File: src/rtl/link_watch.sv
module link_watch #(
  parameter int GOOD_CYCLES = 8
) (
  input  logic clk,
  input  logic rst_n,
  input  logic sig_det_in,
  input  logic pll_lock_in,
  input  logic rd_std_stb,
  input  logic rd_qp_stb,
  output logic std_link_o,
  output logic qp_link_o,
  output logic lock_err_o,
  output logic rx_chan_err_o,
  output logic link_fault_o
);
  localparam int CW = $clog2(GOOD_CYCLES + 1);
  localparam logic [CW-1:0] LAST = CW'(GOOD_CYCLES - 1);

  logic [1:0]    sd_q, lk_q;
  logic          sd_s, lk_s;
  logic [CW-1:0] cnt;
  logic          link_up, good, std_r, lock_r;

  always_ff @(posedge clk or negedge rst_n)
    if (!rst_n) begin
      sd_q <= '0;
      lk_q <= '0;
    end else begin
      sd_q <= {sd_q[0], sig_det_in};
      lk_q <= {lk_q[0], pll_lock_in};
    end

  assign sd_s          = sd_q[1];
  assign lk_s          = lk_q[1];
  assign rx_chan_err_o = !sd_s || !lk_s;

  always_ff @(posedge clk or negedge rst_n)
    if (!rst_n) begin
      cnt     <= '0;
      link_up <= 1'b0;
    end else if (rx_chan_err_o) begin
      cnt     <= '0;
      link_up <= 1'b0;
    end else if (!link_up) begin
      if (cnt == LAST) link_up <= 1'b1;
      else             cnt     <= cnt + 1'b1;
    end

  assign good         = link_up && !rx_chan_err_o;
  assign qp_link_o    = link_up;
  assign link_fault_o = !link_up;

  always_ff @(posedge clk or negedge rst_n)
    if (!rst_n)          std_r <= 1'b0;
    else if (!good)      std_r <= 1'b0;
    else if (rd_std_stb) std_r <= 1'b1;

  always_ff @(posedge clk or negedge rst_n)
    if (!rst_n) lock_r <= 1'b0;
    else        lock_r <= !lk_s || (lock_r && !rd_qp_stb);

  assign std_link_o = std_r;
  assign lock_err_o = lock_r;

  p_lock_set_r3: assert property (@(posedge clk) disable iff (!rst_n)
    !lk_s |=> lock_err_o);
  p_lock_hold_r4: assert property (@(posedge clk) disable iff (!rst_n)
    (lock_err_o && !rd_qp_stb) |=> lock_err_o);
  p_chan_drop_r5: assert property (@(posedge clk) disable iff (!rst_n)
    rx_chan_err_o |=> link_fault_o);
  p_rise_clean_r6: assert property (@(posedge clk) disable iff (!rst_n)
    $rose(qp_link_o) |-> $past(!rx_chan_err_o));
  p_std_clear_r8: assert property (@(posedge clk) disable iff (!rst_n)
    rx_chan_err_o |=> !std_link_o);
  p_std_noread_r8: assert property (@(posedge clk) disable iff (!rst_n)
    (!std_link_o && !rd_std_stb) |=> !std_link_o);
  p_qp_live_r7: assert property (@(posedge clk) disable iff (!rst_n)
    qp_link_o |-> !link_fault_o);
endmodule

File: config.mk
export PLATFORM = sky130hd
export DESIGN_NAME = link_watch
export DESIGN_NICKNAME = d
export VERILOG_FILES = /design/src/rtl/link_watch.sv
export SDC_FILE = /design/constraint.sdc
export NUM_CORES = 1
export LEC_CHECK = 0
export BUFFER_PORTS_ARGS = -buffer_cell sky130_fd_sc_hd__buf_4
export CAP_MARGIN = 20
export CORE_AREA = 4 4 41 43
export CTS_CLUSTER_SIZE = 30
export DETAILED_ROUTE_END_ITERATION = 12
export DIE_AREA = 0 0 45 47
export HOLD_SLACK_MARGIN = 0.1
export PLACE_DENSITY = 0.5
export RECOVER_POWER = 25
export SYNTH_ARGS = -nofsm -noshare
export SYNTH_HDL_FRONTEND = slang
export SYNTH_SLANG_ARGS = --single-unit
File: constraint.sdc
create_clock -name clk -period 1.2 [get_ports clk]
set_input_delay 0.12 -clock clk [delete_from_list [all_inputs] [get_ports clk]]
set_output_delay 0.12 -clock clk [all_outputs]
set_load 0.03 [all_outputs]
# Word-level counts from Yosys, hierarchy flattened
# Index checks and enable logic that the tools add are counted.
[op_classes]
add_sub_neg = 1
n_reduce_logical = 10
eq_ne = 4
mux = 8
[op_table]
columns = ["op", "count"]
rows = [
  ["two-way mux 4 bit", 3],
  ["inequality test 2 bit, second input constant", 3],
  ["logical NOT 1 bit", 5],
  ["two-way mux 1 bit", 5],
  ["adder 4 x 1 -> 4 bit, second input constant", 1],
  ["equality test 4 x 3 -> 1 bit, second input constant", 1],
  ["logical AND 1 bit", 2],
  ["logical OR 1 bit", 2],
  ["AND reduction 2 bit", 1],
]
[totals]
out_inout_bits = 5
wordCells = 29
ff_bits = 11

# Longest topological paths before layout
[logic_depth]
word_depth = 5
mapped_depth = 4
ltp_nobuf = 4

# Worst setup path before layout
# Ideal clock, no wire load.
[synth_path]
path_kind = "reg-to-reg"
from = "register link_up (netlist: qp_link_o)"
to = "register cnt[2]"
slack_ps = -101
n_path_buf = 0
synth_period_minus_slack_ps = 1301
t_arrival_ps = 1213
stages_incl_launch_ff = 4
setup_time_ps = 88
cell_sequence = "dfrtp_1 inv_1 and4_2 nor3_1"
[synth_via]
elab_chain_len = 2
[synth_lines]
columns = ["item", "line_no", "rtl"]
rows = [
  ["start: declaration", "22", "logic link_up, good, std_r, lock_r;"],
  ["start signal: assignment", "40", "link_up <= 1'b0;"],
  ["start signal: assignment", "43", "link_up <= 1'b0;"],
  ["start signal: assignment", "45", "if (cnt == LAST) link_up <= 1'b1;"],
  ["inequality test 2 bit (no source line)", "--", ""],
  ["AND reduction 2 bit (no source line)", "--", ""],
  ["end signal: assignment", "46", "else cnt <= cnt + 1'b1;"],
  ["end: declaration", "21", "logic [CW-1:0] cnt;"],
]
# No other way between the ends.
# A chain may end at the register's enable or synchronous reset.

# Worst setup path after layout
[layout_path]
from = "register cnt[1]"
to = "register cnt[0]"
[layout_via]
elab_chain_len = 3
[layout_lines]
columns = ["item", "line_no"]
rows = [
  ["equality test 4 x 3 -> 1 bit", "45"],
  ["inequality test 2 bit (no source line)", "--"],
  ["AND reduction 2 bit (no source line)", "--"],
]
# No other way between the ends.

==> results.py <==
metrics = {
    "sta": {
        "slew_headroom": 0.6134,
        "setup_ws_ns": -0.08436,
        "slew_violations": 0,
        "setup_tns_ns": -0.1303,
        "rsz0062_at_grt": "yes",
        "hold_slack_ns": 0.1096,
        "tightest_slew_ns": 0.5799,
        "setup-violations-final": 3,
        "fmax_mhz": 778.6,
        "min_period_ns": 1.284,
        "fin_crit_sh": 1.070,
        "skew_ns": 0.006133,
        "hold_viol": 0,
    },
    "cells_and_area": {
        "seq_area_um2": 276.5,
        "nets": 65,
        "syn2layout_area_growth_pct": 52.29,
        "diodes": 0,
        "multiInputGateArea_um2": 145.1,
        "final_cells": 72,
        "drive_gt1_frac": 0.4035,
        "nFillCells": 126,
    },
    "synth": {
        "synth-seq-cells": 11,
        "synth_area_um2": 409.1,
        "synth_fp_nets": 41,
        "ys_warn_count": 0,
        "synth_cell_type_count": 14,
        "synth_top_area_share": 0.6728,
        "syn-instance-count": 34,
        "syn_avg_cell_area_um2": 12.03,
        "yosysTopAreaCell": "dfrtp_1",
        "synthTopCellsByArea": "dfrtp_1 67%, a21oi_1 3.7%, o21ai_0 3.7%",
        "ys_seq_area_frac": 0.6728,
    },
    "cts": {
        "cts_tree": "built",
        "clk_pin_slew_ns": 0.07,
        "clkLatencyLatePin_ns": 0.27,
        "ctsHtreeMaxLevel": 1,
        "clockBufferDepth": 2,
        "numCtsBuffers": 3,
        "clock-root-buffer": "clkbuf_4",
        "clock_sinks": 11,
    },
    "power": {
        "p_per_area_mw_per_mm2": 1134,
        "power.leakage_nw": 0.2975,
        "ir_worst_vdd_mv": 0.6311,
    },
    "die": {
        "std_cell_rows": 13,
        "die_h_um": 47,
        "core-area_mm2": 0.001301,
        "dieArea_mm2": 0.002115,
        "start_util": 0.3144,
        "ios": 11,
        "die_w_um": 45,
    },
    "worst_setup_path": {
        "reg2reg_depth": 4,
        "path_max_fanout": 4,
        "path_class": "flop to flop",
        "start_kind": "flop",
        "worstPathArrival_ns": 1.49,
        "critical_path_required_ns": 1.41,
        "end_kind": "flop",
    },
    "route": {
        "vias": 332,
        "routed_wl_um": 911,
        "vias_per_cell": 4.611,
        "drt_iter0_markers": 5,
        "final_antenna_net_count": 0,
        "first_pass_iters": 3,
        "drc": 0,
        "wire_per_inst_um": 12.65,
    },
    "global_route": {
        "grt_pass1_wl_um": 1449,
        "grt_max_degree": 12,
        "grt_overflow": 0,
        "track_usage": 0.1003,
        "antenna_found_initial": 0,
        "grt_pass1_vias": 341,
    },
    "hold_path": {
        "worstHoldPathCells": 3,
        "hp-class": "primary input to flop",
    },
    "run": {
        "maxCapViolations": 0,
    },
    "run_status": {
        "outcome": "finished, violations left",
        "violations": "negative setup slack",
    },
    "placement": {
        "numPlacedInstances": 61,
        "place_congestion": 0.6953,
        "port_buffers": 10,
        "dp_hpwl_um": 617.8,
    },
}
## final timing paths
| check | from | end | slack [ns] |
|---|---|---|---|
| min in group asynchronous | rst_n | cnt[1]$_DFFE_PN0P_ | 0.36 |
| min reg2reg | lk_q[0]$_DFF_PN0_ | lk_q[1]$_DFF_PN0_ | 0.35 |
| min | rd_std_stb | std_link_o$_DFFE_PN0P_ | 0.11 |
| max reg2reg | cnt[1]$_DFFE_PN0P_ | cnt[0]$_DFFE_PN0P_ | -0.08 |
| max in group asynchronous | rst_n | qp_link_o$_DFF_PN0_ | 0.43 |
| max | cnt[1]$_DFFE_PN0P_ | cnt[0]$_DFFE_PN0P_ | -0.08 |
## final cells by class
type	count	share of cell area
flip-flops and latches	11	0.4438
repair buffers	19	0.2390
multi-input cells	21	0.2329
clock buffers	4	0.04217
well taps	15	0.03012
inverters	2	0.01205
## state kept, by name, summed over array words and instances, names as in the netlist
| register | flops |
|---|---|
| lk_q | 2 |
| qp_link_o | 1 |
| std_link_o | 1 |
| cnt | 4 |
| sd_q | 2 |
| lock_err_o | 1 |
## cell families (layout without fill, tap and decap cells)
kind of cell             after synthesis  in the layout  share of synthesized area
multiplexers                           1              1                    0.02447
adder cells (fa/ha/maj)                1              1                    0.03058
AND/OR/NAND/NOR                       13             13                     0.1804
flip-flops                            11             11                     0.6728
AO/OA/AOI/OAI                          6              6                    0.07337
buffers and inverters                  2             25                    0.01836
## power breakdown
group          total, mW  internal, mW  switching [mW]
registers          0.391         0.383         0.00872
logic             0.0623        0.0332          0.0291
clock network      0.253         0.129           0.124
total              0.707         0.545           0.162
## cells in the mapped netlist
| master | number |
|---|---|
| nor2_1 | 3 |
| nand4b_1 | 1 |
| and4_2 | 1 |
| o21ai_0 | 3 |
| inv_1 | 2 |
| dfrtp_1 | 11 |
| a21oi_1 | 3 |
| nand2_1 | 2 |
| mux2i_1 | 1 |
| ha_1 | 1 |
| nor3_1 | 1 |
| nand3_1 | 2 |
| and3b_1 | 1 |
| or3_1 | 2 |
## metal layers
layer | global-route usage | up-vias | part of all wire
li1 | - | 164 | -
met1 | 0.1095 | 161 | 0.41
met2 | 0.1610 | 7 | 0.54
met3 | 0.02682 | 0 | 0.045
met4 | 0.08772 | 0 | 0
met5 | 0 | - | 0
## per-stage QoR
step,instance area [µm²],util,power [mW],setup slack [ns]
after floorplan,412.9,-,0.4137,-0.01974
after global placement,521.8,0.4010,0.4465,-0.01702
after detailed placement,521.8,0.4010,0.4480,-0.05970
after CTS,590.6,0.4538,0.7162,-0.07613
after global routing,623.1,0.4788,0.7524,-0.1535
final,623.1,0.4788,0.7067,-0.08436
## critical path, stage by stage (launching register included)
cell and delay (ns):
dfrtp_1 0.39, ha_2 0.20, and3b_1 0.19, or3_4 0.33, a21oi_2 0.11
## layout by cell type, fill, tap and decap left out, drive strengths merged
master        n
ha            1
and4          1
o21ai         3
clkbuf        5
buf          14
dfrtp        11
nand3         2
dlygate4sd3   4
and3b         1
nor3          1
nor2          3
mux2i         1
nand2         2
inv           2
nand4b        1
or3           2
a21oi         3
## what timing repair did
item                                    in CTS  in global routing
pin swaps                                    0                  1
hold endpoints to repair                    14                  0
hold buffers                                 4                  0
buffers inserted                             0                  3
endpoints found under the setup margin       3                  3
resized for setup                            1                  3
No activity file was read; power rests on OpenSTA's default activity.
